`config.mk`:
```
export PLATFORM = sky130hd
export DESIGN_NAME = fill_steered_playout
export DESIGN_NICKNAME = d
export VERILOG_FILES = /design/src/rtl/fill_steered_playout.sv
export SDC_FILE = /design/constraint.sdc
export NUM_CORES = 1
export LEC_CHECK = 0
export BUFFER_PORTS_ARGS = -buffer_cell sky130_fd_sc_hd__buf_2
export CORE_UTILIZATION = 30
export DETAILED_ROUTE_END_ITERATION = 16
export PLACE_DENSITY = 0.54
export SETUP_SLACK_MARGIN = 0.2
export SLEW_MARGIN = 40
export SYNTH_ARGS = -nofsm -noshare
export SYNTH_HDL_FRONTEND = slang
export SYNTH_SLANG_ARGS = --single-unit
```
`constraint.sdc`:
```
create_clock -name clk -period 7 [get_ports clk]
set_clock_uncertainty 0.1 [all_clocks]
set_input_delay 1.4 -clock clk [delete_from_list [all_inputs] [get_ports clk]]
set_output_delay 1.4 -clock clk [all_outputs]
set_load 0.02 [all_outputs]
```
`src/rtl/fill_steered_playout.sv`:
```
module fill_steered_playout #(
  parameter int DW = 8,
  parameter int AW = 5,
  parameter int FR = 8,
  parameter logic [31:0] NOM_INC = 32'h2000_0000,
  parameter int AVG_SH = 3,
  parameter int SAMPLE_DIV = 8,
  parameter int KP_SH = 14,
  parameter int KI_SH = 9,
  parameter int CORR_LIM = 67108864,
  parameter int LOCK_THR = 2560,
  parameter int LOCK_CNT = 16,
  parameter logic [DW-1:0] IDLE_WORD = {DW{1'b1}}
) (
  input  logic          clk,
  input  logic          rst_n,
  input  logic          wr_valid,
  input  logic [DW-1:0] wr_data,
  input  logic          clr_flags,
  output logic          rd_strobe,
  output logic [DW-1:0] rd_data,
  output logic          locked,
  output logic          ovf_flag,
  output logic          udf_flag
);
  localparam int DEPTH = 1 << AW;
  localparam int CENTER = DEPTH / 2;
  localparam int LW = AW + 1;
  localparam int AVW = LW + FR;
  localparam int EW = AVW + 1;
  localparam int SCW = (SAMPLE_DIV > 1) ? $clog2(SAMPLE_DIV) : 1;
  localparam int LCW = $clog2(LOCK_CNT + 1);
  localparam logic signed [63:0] LIM = 64'(CORR_LIM);
  localparam logic signed [EW-1:0] SETPT = EW'(CENTER << FR);

  logic [DW-1:0] mem [DEPTH];
  logic [AW-1:0] wp, rp;
  logic [LW-1:0] fill;
  logic running, upd;
  logic [31:0] phase;
  logic signed [31:0] corr, integ;
  logic [AVW-1:0] avg;
  logic [SCW-1:0] scnt;
  logic [LCW-1:0] lcnt;

  function automatic logic signed [31:0] clip(input logic signed [63:0] v);
    if (v > LIM) return 32'(LIM);
    if (v < -LIM) return 32'(-LIM);
    return 32'(v);
  endfunction

  // oscillator and buffer events
  logic [31:0] inc;
  logic [32:0] nco_sum;
  logic tick, full, empty, wr_ok, rd_ok, ovf_ev, udf_ev, samp;
  assign inc     = NOM_INC + $unsigned(corr);
  assign nco_sum = {1'b0, phase} + {1'b0, inc};
  assign tick    = running & nco_sum[32];
  assign full    = (fill == LW'(DEPTH));
  assign empty   = (fill == '0);
  assign wr_ok   = wr_valid & ~full;
  assign ovf_ev  = wr_valid & full;
  assign rd_ok   = tick & ~empty;
  assign udf_ev  = tick & empty;
  assign samp    = tick & (scnt == SCW'(SAMPLE_DIV - 1));

  // fill averaging
  logic signed [AVW+1:0] diff, step;
  logic [AVW-1:0] avg_next;
  assign diff     = $signed({2'b00, fill, {FR{1'b0}}}) - $signed({2'b00, avg});
  assign step     = diff >>> AVG_SH;
  assign avg_next = avg + AVW'(step);

  // loop filter
  logic signed [EW-1:0] err;
  logic [EW-1:0] err_mag;
  logic signed [31:0] i_new, c_new;
  assign err     = $signed({1'b0, avg}) - SETPT;
  assign err_mag = err[EW-1] ? EW'(-err) : EW'(err);
  assign i_new   = clip(longint'(integ) + (longint'(err) <<< KI_SH));
  assign c_new   = clip((longint'(err) <<< KP_SH) + longint'(i_new));

  always_ff @(posedge clk)
    if (wr_ok) mem[wp] <= wr_data;

  always_ff @(posedge clk or negedge rst_n) begin
    if (!rst_n) begin
      wp <= '0; rp <= '0; fill <= '0;
      running <= 1'b0; upd <= 1'b0; phase <= '0;
      corr <= '0; integ <= '0; avg <= AVW'(CENTER << FR);
      scnt <= '0; lcnt <= '0; locked <= 1'b0;
      rd_strobe <= 1'b0; rd_data <= '0;
      ovf_flag <= 1'b0; udf_flag <= 1'b0;
    end else begin
      if (wr_ok) wp <= wp + 1'b1;
      if (rd_ok) rp <= rp + 1'b1;
      fill <= fill + LW'(wr_ok) - LW'(rd_ok);
      if (!running && fill >= LW'(CENTER)) running <= 1'b1;
      phase <= running ? nco_sum[31:0] : 32'd0;
      rd_strobe <= tick;
      if (tick) rd_data <= empty ? IDLE_WORD : mem[rp];
      if (tick) scnt <= samp ? '0 : scnt + 1'b1;
      if (samp) avg <= avg_next;
      upd <= samp;
      if (upd) begin
        integ <= i_new;
        corr  <= c_new;
      end
      if (ovf_ev | udf_ev) begin
        lcnt <= '0; locked <= 1'b0;
      end else if (upd) begin
        if (err_mag < EW'(LOCK_THR)) begin
          if (lcnt != LCW'(LOCK_CNT)) lcnt <= lcnt + 1'b1;
          if (lcnt >= LCW'(LOCK_CNT - 1)) locked <= 1'b1;
        end else begin
          lcnt <= '0; locked <= 1'b0;
        end
      end
      ovf_flag <= ovf_ev | (ovf_flag & ~clr_flags);
      udf_flag <= udf_ev | (udf_flag & ~clr_flags);
    end
  end

  a_r2_start_at_half: assert property (@(posedge clk) disable iff (!rst_n)
    $rose(running) |-> int'($past(fill)) >= CENTER);
  a_r5_idle_on_empty: assert property (@(posedge clk) disable iff (!rst_n)
    (rd_strobe && $past(empty)) |-> rd_data == IDLE_WORD);
  a_r6_drop_on_full: assert property (@(posedge clk) disable iff (!rst_n)
    ovf_ev |=> int'(fill) <= int'($past(fill)));
  a_r7_ovf_sticky: assert property (@(posedge clk) disable iff (!rst_n)
    (ovf_flag && !clr_flags) |=> ovf_flag);
  a_r7_udf_sticky: assert property (@(posedge clk) disable iff (!rst_n)
    (udf_flag && !clr_flags) |=> udf_flag);
  a_r9_corr_bounded: assert property (@(posedge clk) disable iff (!rst_n)
    (corr <= CORR_LIM) && (corr >= -CORR_LIM));
  a_r10_unlock_on_event: assert property (@(posedge clk) disable iff (!rst_n)
    (ovf_ev || udf_ev) |=> !locked);
  a_r11_fill_step: assert property (@(posedge clk) disable iff (!rst_n)
    (int'(fill) <= int'($past(fill)) + 1) && (int'(fill) + 1 >= int'($past(fill))));
endmodule

```
# After elaboration in Yosys (flattened, before gate mapping)
# Memory sizes are Yosys's and may differ from the RTL's.
# Index checks and enable logic that the tools add are counted.
word_totals:
  output_inout_bits: 12
  mem_bits_rw: 256
  regBits: 148
  inputBits: 12
  elab_cells: 91
  memories: 1
classes:
  mux: 28
  n_reduce_logical: 6
  n_eq_ne: 5
  bitwise: 14
  magnitude_cmp: 7
  n_addsub: 14
mem_list:
  columns: ["memory", "depth", "word_bits", "rd", "rd_clocked_by_memory_dff", "wr", "line_no", "rtl"]
  rows:
  - ["mem", 32, 8, 1, 0, 1, "36", "logic [DW-1:0] mem [DEPTH];"]
ops:
  columns: ["op", "n"]
  rows:
  - ["2-to-1 mux 32 bit", 9]
  - ["> comparator 33 x 28 -> 1 bit, second input constant", 2]
  - ["less-than comparator 33 x 27 -> 1 bit, second input constant", 2]
  - ["adder 29 x 32 -> 33 bit", 1]
  - ["adder 32 x 24 -> 33 bit", 1]
  - ["adder 32 x 32 -> 33 bit", 1]
  - ["adder 30 x 32 -> 32 bit, first input constant", 1]
  - ["2-to-1 mux 5 bit", 4]
  - ["adder 5 x 1 -> 5 bit, second input constant", 3]
  - ["less-than comparator 15 x 12 -> 1 bit, second input constant", 1]
  - ["2-to-1 mux 15 bit", 1]
  - ["negator 15 bit", 1]
  - ["subtractor 14 x 13 -> 15 bit, second input constant", 1]
  - ["subtractor 14 x 14 -> 15 bit", 1]
  - ["adder 14 bit", 1]
  - ["2-to-1 mux 1 bit", 12]
  - ["AND 1 bit", 8]
  - ["2-to-1 mux 8 bit", 1]
  - ["adder 6 x 1 -> 6 bit", 1]
  - ["== test 6 bit, second input constant", 1]
  - ["greater-or-equal comparator 6 x 5 -> 1 bit, second input constant", 1]
  - ["zero test 6 bit", 1]
  - ["!= test 3 x 2 -> 1 bit, second input constant", 2]
  - ["subtractor 6 x 1 -> 6 bit", 1]
  - ["11 further kinds", 16]

# Logic depth before layout (Yosys ltp)
# Gate-level depths: netlist of the first run.
depth:
  depth_word: 13
  ltp_mapped: 30
  mapped_depth_nobuf: 28

# Worst setup path after synthesis of the first run
# No wires, ideal clock.
synth_path:
  path_kind: "register to register"
  startpoint: "register avg[12]"
  endpoint: "register corr[10]"
  arrival_time_ns: 6.239
  stages_incl_launch_ff: 31
  required_ns: 6.834
  path_buffers: 2
  setup_time_ns: 0.066
  period_less_slack_ns: 6.405
  slack_ns: 0.595
  path_cell_list: "dfstp_2 inv_1 ha_1 inv_1 ha_1 a21oi_1 inv_1 a222oi_1 o221ai_1 nor3_1 o31a_1 nor4bb_1 and2_1 a21oi_2 buf_2 nor2_1 ha_1 inv_1 fa_1 nand2b_1 a21oi_1 o31ai_1 o21bai_1 a21oi_1 xnor2_1 or4_1 nor2_1 o211ai_1 a211oi_4 buf_6 a22o_1"
synth_between:
  elab_chain_len: 13
  word_cells_on_any_way: 19
  classes_between: "add/sub (3); order compare (4); mux (12)"
synth_lines:
  columns: ["element", "line_no", "rtl"]
  rows:
  - ["from (decl)", "42", "logic [AVW-1:0] avg;"]
  - ["from (signal assigned)", "103", "if (samp) avg <= avg_next;"]
  - ["subtractor 14 x 13 -> 15 bit (*)", "78", "assign err = $signed({1'b0, avg}) - SETPT;"]
  - ["adder 32 x 24 -> 33 bit (*)", "80", "assign i_new = clip(longint'(integ) + (longint'(err) <<< KI_SH));"]
  - ["less-than comparator 33 x 27 -> 1 bit", "48", "if (v < -LIM) return 32'(-LIM);"]
  - ["2-to-1 mux 1 bit (2 in series)", "48", null]
  - ["2-to-1 mux 32 bit", "49", "return 32'(v);"]
  - ["2-to-1 mux 32 bit (*)", "48", null]
  - ["net i_new[14]", "77", "logic signed [31:0] i_new, c_new;"]
  - ["adder 29 x 32 -> 33 bit (*)", "81", "assign c_new = clip((longint'(err) <<< KP_SH) + longint'(i_new));"]
  - ["less-than comparator 33 x 27 -> 1 bit", "48", null]
  - ["2-to-1 mux 1 bit (2 in series)", "48", null]
  - ["2-to-1 mux 32 bit", "49", null]
  - ["2-to-1 mux 32 bit (*)", "48", null]
  - ["to (signal assigned)", "107", "corr <= c_new;"]
  - ["to (decl)", "41", "logic signed [31:0] corr, integ;"]
# The timed path passes the listed nets; every way through them passes the cells marked *. The select of a mux whose other input is x is not followed.
# A chain may end at the register's enable or synchronous reset.

# Final worst setup path of the first run
layout_path:
  startpoint: "register integ[9]"
  endpoint: "register corr[11]"
layout_between:
  elab_chain_len: 12
  word_cells_on_any_way: 18
  classes_between: "add/sub (2); order compare (4); mux (12)"
layout_lines:
  columns: ["element", "line_no", "rtl"]
  rows:
  - ["from (decl)", "41", null]
  - ["from (signal assigned)", "106", "integ <= i_new;"]
  - ["adder 32 x 24 -> 33 bit (*)", "80", null]
  - ["less-than comparator 33 x 27 -> 1 bit", "48", null]
  - ["2-to-1 mux 1 bit (2 in series)", "48", null]
  - ["2-to-1 mux 32 bit", "49", null]
  - ["2-to-1 mux 32 bit (*)", "48", null]
  - ["net i_new[14]", "77", null]
  - ["adder 29 x 32 -> 33 bit (*)", "81", null]
  - ["less-than comparator 33 x 27 -> 1 bit", "48", null]
  - ["2-to-1 mux 1 bit (2 in series)", "48", null]
  - ["2-to-1 mux 32 bit", "49", null]
  - ["2-to-1 mux 32 bit (*)", "48", null]
# Marks and branches as above.

==> results.toml, run 1 <==
[finish]
finish.utilization = 0.347
drive_gt1_frac = 0.179
post-route-cell-area_um2 = 23300
area_growth_syn_to_layout_pct = 14.4
nets = 1715
antennaDiodeCount = 0

[setup_path]
arrival_ns = 6.91
cpPeakStageDelay_ns = 0.55
required_ns = 7.40
crit_path_max_fanout = 7
start_kind = "flip-flop"
r2r_slack_ns = 0.49
criticalPathCategory = "reg2reg"
slowest_stage = "or4_4"
end_kind = "flip-flop"

[synthesis]
synthFlopType = "edfxtp_1"
synth_top_area_frac = 0.377
syn_inst = 1552
synth.most_common_cell = "edfxtp_1"
syn_nets = 1669
synth_edf_count = 256
ys_warn_count = 0
synth.cell_area_um2 = 20400
ys_top_cells_by_count = "edfxtp_1, dfrtp_1, nor2_1"
synth-seq-cells = 404
synth_top_cell_by_area = "edfxtp_1"
ys_types = 92
avgSynthCellArea_um2 = 13.2
yosysSeqAreaShare = 0.558
synthArstFlopShare = 0.366
synthTopCellsByArea = "edfxtp_1, dfrtp_1, mux4_2"

[sta]
maxSlewViolCount = 0
tns_ns = 0
hold_violations = 0
fin_crit_sh = 0.930
timing.final.ws_setup_ns = 0.490
tightestPinTransition_ns = 0.807
rsz0062_at_grt = "no"
relSlewSlack = 0.460
finalCriticalPeriod_ns = 6.51
finalSetupViolations = 0
fmax_mhz = 154

[floorplanning]
num_rows = 95
die_h_um = 263
die-area_um2 = 69100
initial_core_util = 0.303
die_w_um = 263
io_pins = 24
core-area_um2 = 67300

[cts]
cts_sinks = 404
cts_root_buf = "clkbuf_16"
cts_buffers = 42
clockBufferDepth = 3
insertion_delay_ns = 0.58
cts_max_level = 2
path_clk_slew_ns = 0.06
cts_tree = "yes"

[global_routing]
grt_pass1_vias = 12800
grt_overflow_total = 0
grt_max_degree = 68
antenna_found_initial = 2
grt_pass1_wl_um = 72000
grt_usage = 0.130

[drt]
ant_nets = 0
drt_iter0_drc = 902
drt-wirelength-per-cell_um = 18.2
dr.pass1.iters = 5
routed_via_density = 5.06
drc_errors = 0
vias = 12700
drt-total-wl_um = 45700

[power_and_ir_drop]
ir_drop_mv = 0.247
cellPowerDensity_nw_per_um2 = 264
p_total_uw = 6170
leakagePower_uw = 0.00917

[hold_path]
hp-class = "reg2reg"

[place]
dpl_cell_area_um2 = 21600
gp_congestion = 0.859
dp_slack_ns = 0.0426
post-dp-hpwl_um = 31000
numPortBuffers = 23

[run]
timing.max_cap.violations = 0

[run_status]
run_status = "finished clean"
[final cells by class]
type                       count  area, um2
clock buffer                  56       1150
clock inverter                22        233
fill                        6564      43900
inverter                      64        240
multi-input combinational   1027       8820
sequential                   404      11400
tap                          873       1090
timing repair buffer          59        407
[final timing paths]
| path | to | start | depth (start not counted) |
|---|---|---|---|
| min in group asynchronous | phase[4] | rst_n | 1 |
| max in group asynchronous | rp[1] | rst_n | 2 |
| worst min-delay path | avg[13] | avg[13] | 1 |
| worst max-delay path | corr[11] | integ[9] | 26 |
| worst min register to register | avg[13] | avg[13] | 1 |
| worst max register to register | corr[11] | integ[9] | 26 |
[timing repair]
action,CTS,global route
resized for setup,8,46
hold buffers,0,0
pin swaps,3,23
setup endpoints to repair,24,26
hold endpoints to repair,0,0
cloned,0,1
setup buffers,0,11
[per-layer routing]
layer  GRT usage  wire length (um)  up-vias
met1       0.181             21400     6386
met3      0.0247              2000       55
met5           0                 0        -
met4      0.0247               640        0
met2       0.212             21600      233
li1            -                 -     5993
[sequential cells by signal, summed over array words and instances (netlist names)]
register / cells
wp: 5
phase: 32
rd_data: 8
avg: 14
integ: 32
upd: 1
rp: 5
fill: 6
locked: 1
corr: 32
mem: 256
running: 1
scnt: 3
rd_strobe: 1
ovf_flag: 1
lcnt: 5
udf_flag: 1
[layout by cell type (no fill, tap or decap), types with 10 or more instances in the layout]
cell,instances
nand2b_1,13
and2_1,48
xnor2_1,56
nor4_1,10
mux2_2,14
inv_1,62
nor2_1,110
buf_2,22
nand3_1,26
and3_1,14
xor2_1,36
a21oi_1,62
o21ai_0,53
o21a_1,19
clkbuf_16,42
a22o_1,23
nor3_1,17
mux2i_1,13
a31oi_1,15
o211ai_1,14
o21bai_1,14
clkinv_2,10
nand4_1,12
nor2b_1,17
dfrtp_1,144
a21o_1,27
buf_4,32
ha_1,94
o31ai_1,10
nand2_1,77
edfxtp_1,256
mux4_2,80
[worst max-delay path: cells and delay by family (launching register included)]
kind / cells / cell delay (ns)
simple gates: 8 / 2.18
flops: 1 / 0.38
buf+inv: 2 / 0.25
compound gates: 10 / 2.12
xor+xnor: 2 / 0.23
fa+ha+maj: 4 / 1.18
[cell families after synthesis]
kind of cell / Yosys count / share of synthesized area
AO/OA/AOI/OAI: 325 / 0.113
XOR/XNOR: 93 / 0.0399
adder cells (fa/ha/maj): 106 / 0.0663
buffers and inverters: 121 / 0.0231
flip-flops: 404 / 0.558
multiplexers: 108 / 0.103
AND/OR/NAND/NOR: 395 / 0.0971
[where the power goes]
group          internal [uW]  switching, uW
Combinational            488            583
Clock                   1250            986
Sequential              2700            159
Total                   4440           1730
[stage by stage]
stage	cells	hold slack, ns
6_report	2505	0.378
3_5_place_dp	2415	0.365
4_1_cts	2493	0.376
3_3_place_gp	2415	0.363
2_1_floorplan	1552	0.345
5_1_grt	2505	0.400
Power figures use the tool's default switching activity.
==> run 2: changes to the inputs <==
- MAX_ROUTING_LAYER: not set -> met4
==> run 2 against run 1 <==
Largest cell class unchanged. Clock-buffer cell count down 6. Final area hardly changed. Highest routed layer unchanged. Cell count about the same. Core utilization barely moved.
==> results.toml, run 2 (synthesis results as in run 1) <==
[run_status]
run_status = "finished clean"

[sta]
finalSetupViolations = 0
tightestPinTransition_ns = 0.835
fin_crit_sh = 0.935
relSlewSlack = 0.441
maxSlewViolCount = 0
rsz0062_at_grt = "no"
hold_violations = 0
finalCriticalPeriod_ns = 6.55
tns_ns = 0
fmax_mhz = 153

[setup_path]
arrival_ns = 6.94
cpPeakStageDelay_ns = 0.54
worst-path-buf-inv = 2
critPathLaunch = "integ[9]"
r2r_slack_ns = 0.45
criticalPathCategory = "reg2reg"
start_kind = "flip-flop"
required_ns = 7.39
critPathTopFamily = "compound AO/OA/AOI/OAI gates"
crit_path_max_fanout = 8
end_kind = "flip-flop"
slowest_stage = "or4_4"
worstReg2RegStart = "integ[9]"

[drt]
drt_iter0_drc = 909
drt-total-wl_um = 45300
dr.pass1.iters = 5
drc_errors = 0
vias = 12600
drt-wirelength-per-cell_um = 18.1
ant_nets = 0
routed_via_density = 5.01

[cts]
cts_tree = "yes"
cts_root_buf = "clkbuf_16"
cts_sinks = 404
cts_buffers = 42
path_clk_slew_ns = 0.06
ctsHoldBuffers = 0
cts_max_level = 2
insertion_delay_ns = 0.56
clockBufferDepth = 3

[global_routing]
grt_overflow_total = 0
grt_usage = 0.135
grt_max_degree = 62
grt_pass1_wl_um = 72000
grt_pass1_vias = 12800
antenna_found_initial = 3

[finish]
nets = 1713
layout_commonest_cell = "edfxtp_1"
area_growth_syn_to_layout_pct = 14.2
largest_register_ffs = 256
drive_gt1_frac = 0.174
final_cells = 2504
regMostFlops = "mem"
mostFrequentLayoutCells = "edfxtp_1, dfrtp_1, nor2_1, ha_1, mux4_2"

[power_and_ir_drop]
internal-power_uw = 4560
combPwrFrac = 0.170
sw_frac_of_total = 0.272
ir_drop_mv = 0.214
clkPwrFrac = 0.374
cellPowerDensity_nw_per_um2 = 269
power_frac_seq = 0.456
leakagePower_uw = 0.00918
p_switching_uw = 1700

[floorplanning]
die-area_um2 = 69100
core-area_um2 = 67300
io_pins = 24
die_h_um = 263
initial_core_util = 0.303
die_w_um = 263
num_rows = 95

[hold_path]
hp-class = "reg2reg"
worstHoldStart = "avg[13]"

[place]
numPortBuffers = 23
gp_congestion = 0.910
dp.cells = 2419
post-dp-hpwl_um = 31100

[run]
timing.max_cap.violations = 0
-- run 2: changes by cell type in the layout (fill, tap and decap cells not counted), sizes merged --
cell	delta
clkbuf	-6
bufinv	+4
buf	-2
clkinvlp	-2
diode	+2
inv	+2
clkinv	+1
-- run 2: cell type report --
| cell class | count | area, um2 |
|---|---|---|
| repair buffers | 57 | 388 |
| diodes | 2 | 5.00 |
| clock buffers | 50 | 1110 |
| well taps | 873 | 1090 |
| clock inverters | 27 | 335 |
| fillers | 6573 | 44000 |
| multi-input cells | 1027 | 8750 |
| flip-flops and latches | 404 | 11400 |
| inverters | 64 | 240 |
-- run 2: metal layers --
metal | part of all wire | track usage
met4 | 0.022 | 0.0332
met3 | 0.044 | 0.0214
met5 | 0 | -
met2 | 0.46 | 0.212
met1 | 0.47 | 0.182
-- run 2: worst register-to-register path, cell delays in order (launching register included) --
cell and delay [ns]:
dfrtp_1 0.38, ha_1 0.23, fa_2 0.38, a211oi_4 0.32, o21ai_4 0.13, a21oi_2 0.15, xnor2_1 0.09, or3b_1 0.38
or4_4 0.54, o41ai_4 0.43, a21oi_4 0.15, buf_6 0.17, nor2b_2 0.17, ha_2 0.23, a2111o_1 0.22, o21ba_2 0.22
or4_4 0.52, nand3b_1 0.20, nor2_1 0.08, a2111oi_2 0.21, nand3_1 0.11, a31o_2 0.25, nor2b_1 0.15, a211oi_4 0.34
buf_6 0.19, a22o_1 0.13
-- run 2: final timing paths --
kind | end | depth (start not counted)
min in group asynchronous | corr[5] | 1
max in group asynchronous | rp[0] | 2
worst max register to register | corr[10] | 25
worst max-delay path | corr[10] | 25
worst min-delay path | avg[13] | 1
worst min register to register | avg[13] | 1
-- run 2: through the flow --
stage          cell area, um2  power (uW)  setup WS (ns)   util  hold slack [ns]
2_1_floorplan           20400        3630          0.595      -            0.345
3_3_place_gp            21600        3960          0.293  0.321            0.365
3_5_place_dp            21600        3980         0.0913  0.321            0.367
4_1_cts                 23100        6340          0.216  0.344            0.375
5_1_grt                 23300        6550         0.0909  0.347            0.380
6_report                23300        6270          0.454  0.347            0.370
-- run 2: power by group through the flow --
stage,Clock (uW),Combinational (uW),Sequential (uW)
3_5_place_dp,0,1080,2910
6_report,2340,1070,2860
2_1_floorplan,0,802,2830
3_3_place_gp,0,1060,2900
4_1_cts,2400,1080,2860
5_1_grt,2500,1170,2880
-- run 2: repair_timing --
| action | in CTS | in global routing |
|---|---|---|
| cloned | 0 | 1 |
| setup buffers | 2 | 3 |
| pin swaps | 3 | 11 |
| endpoints found under the setup margin | 20 | 26 |
| endpoints found under the hold margin | 0 | 0 |
| gates resized for setup | 9 | 33 |
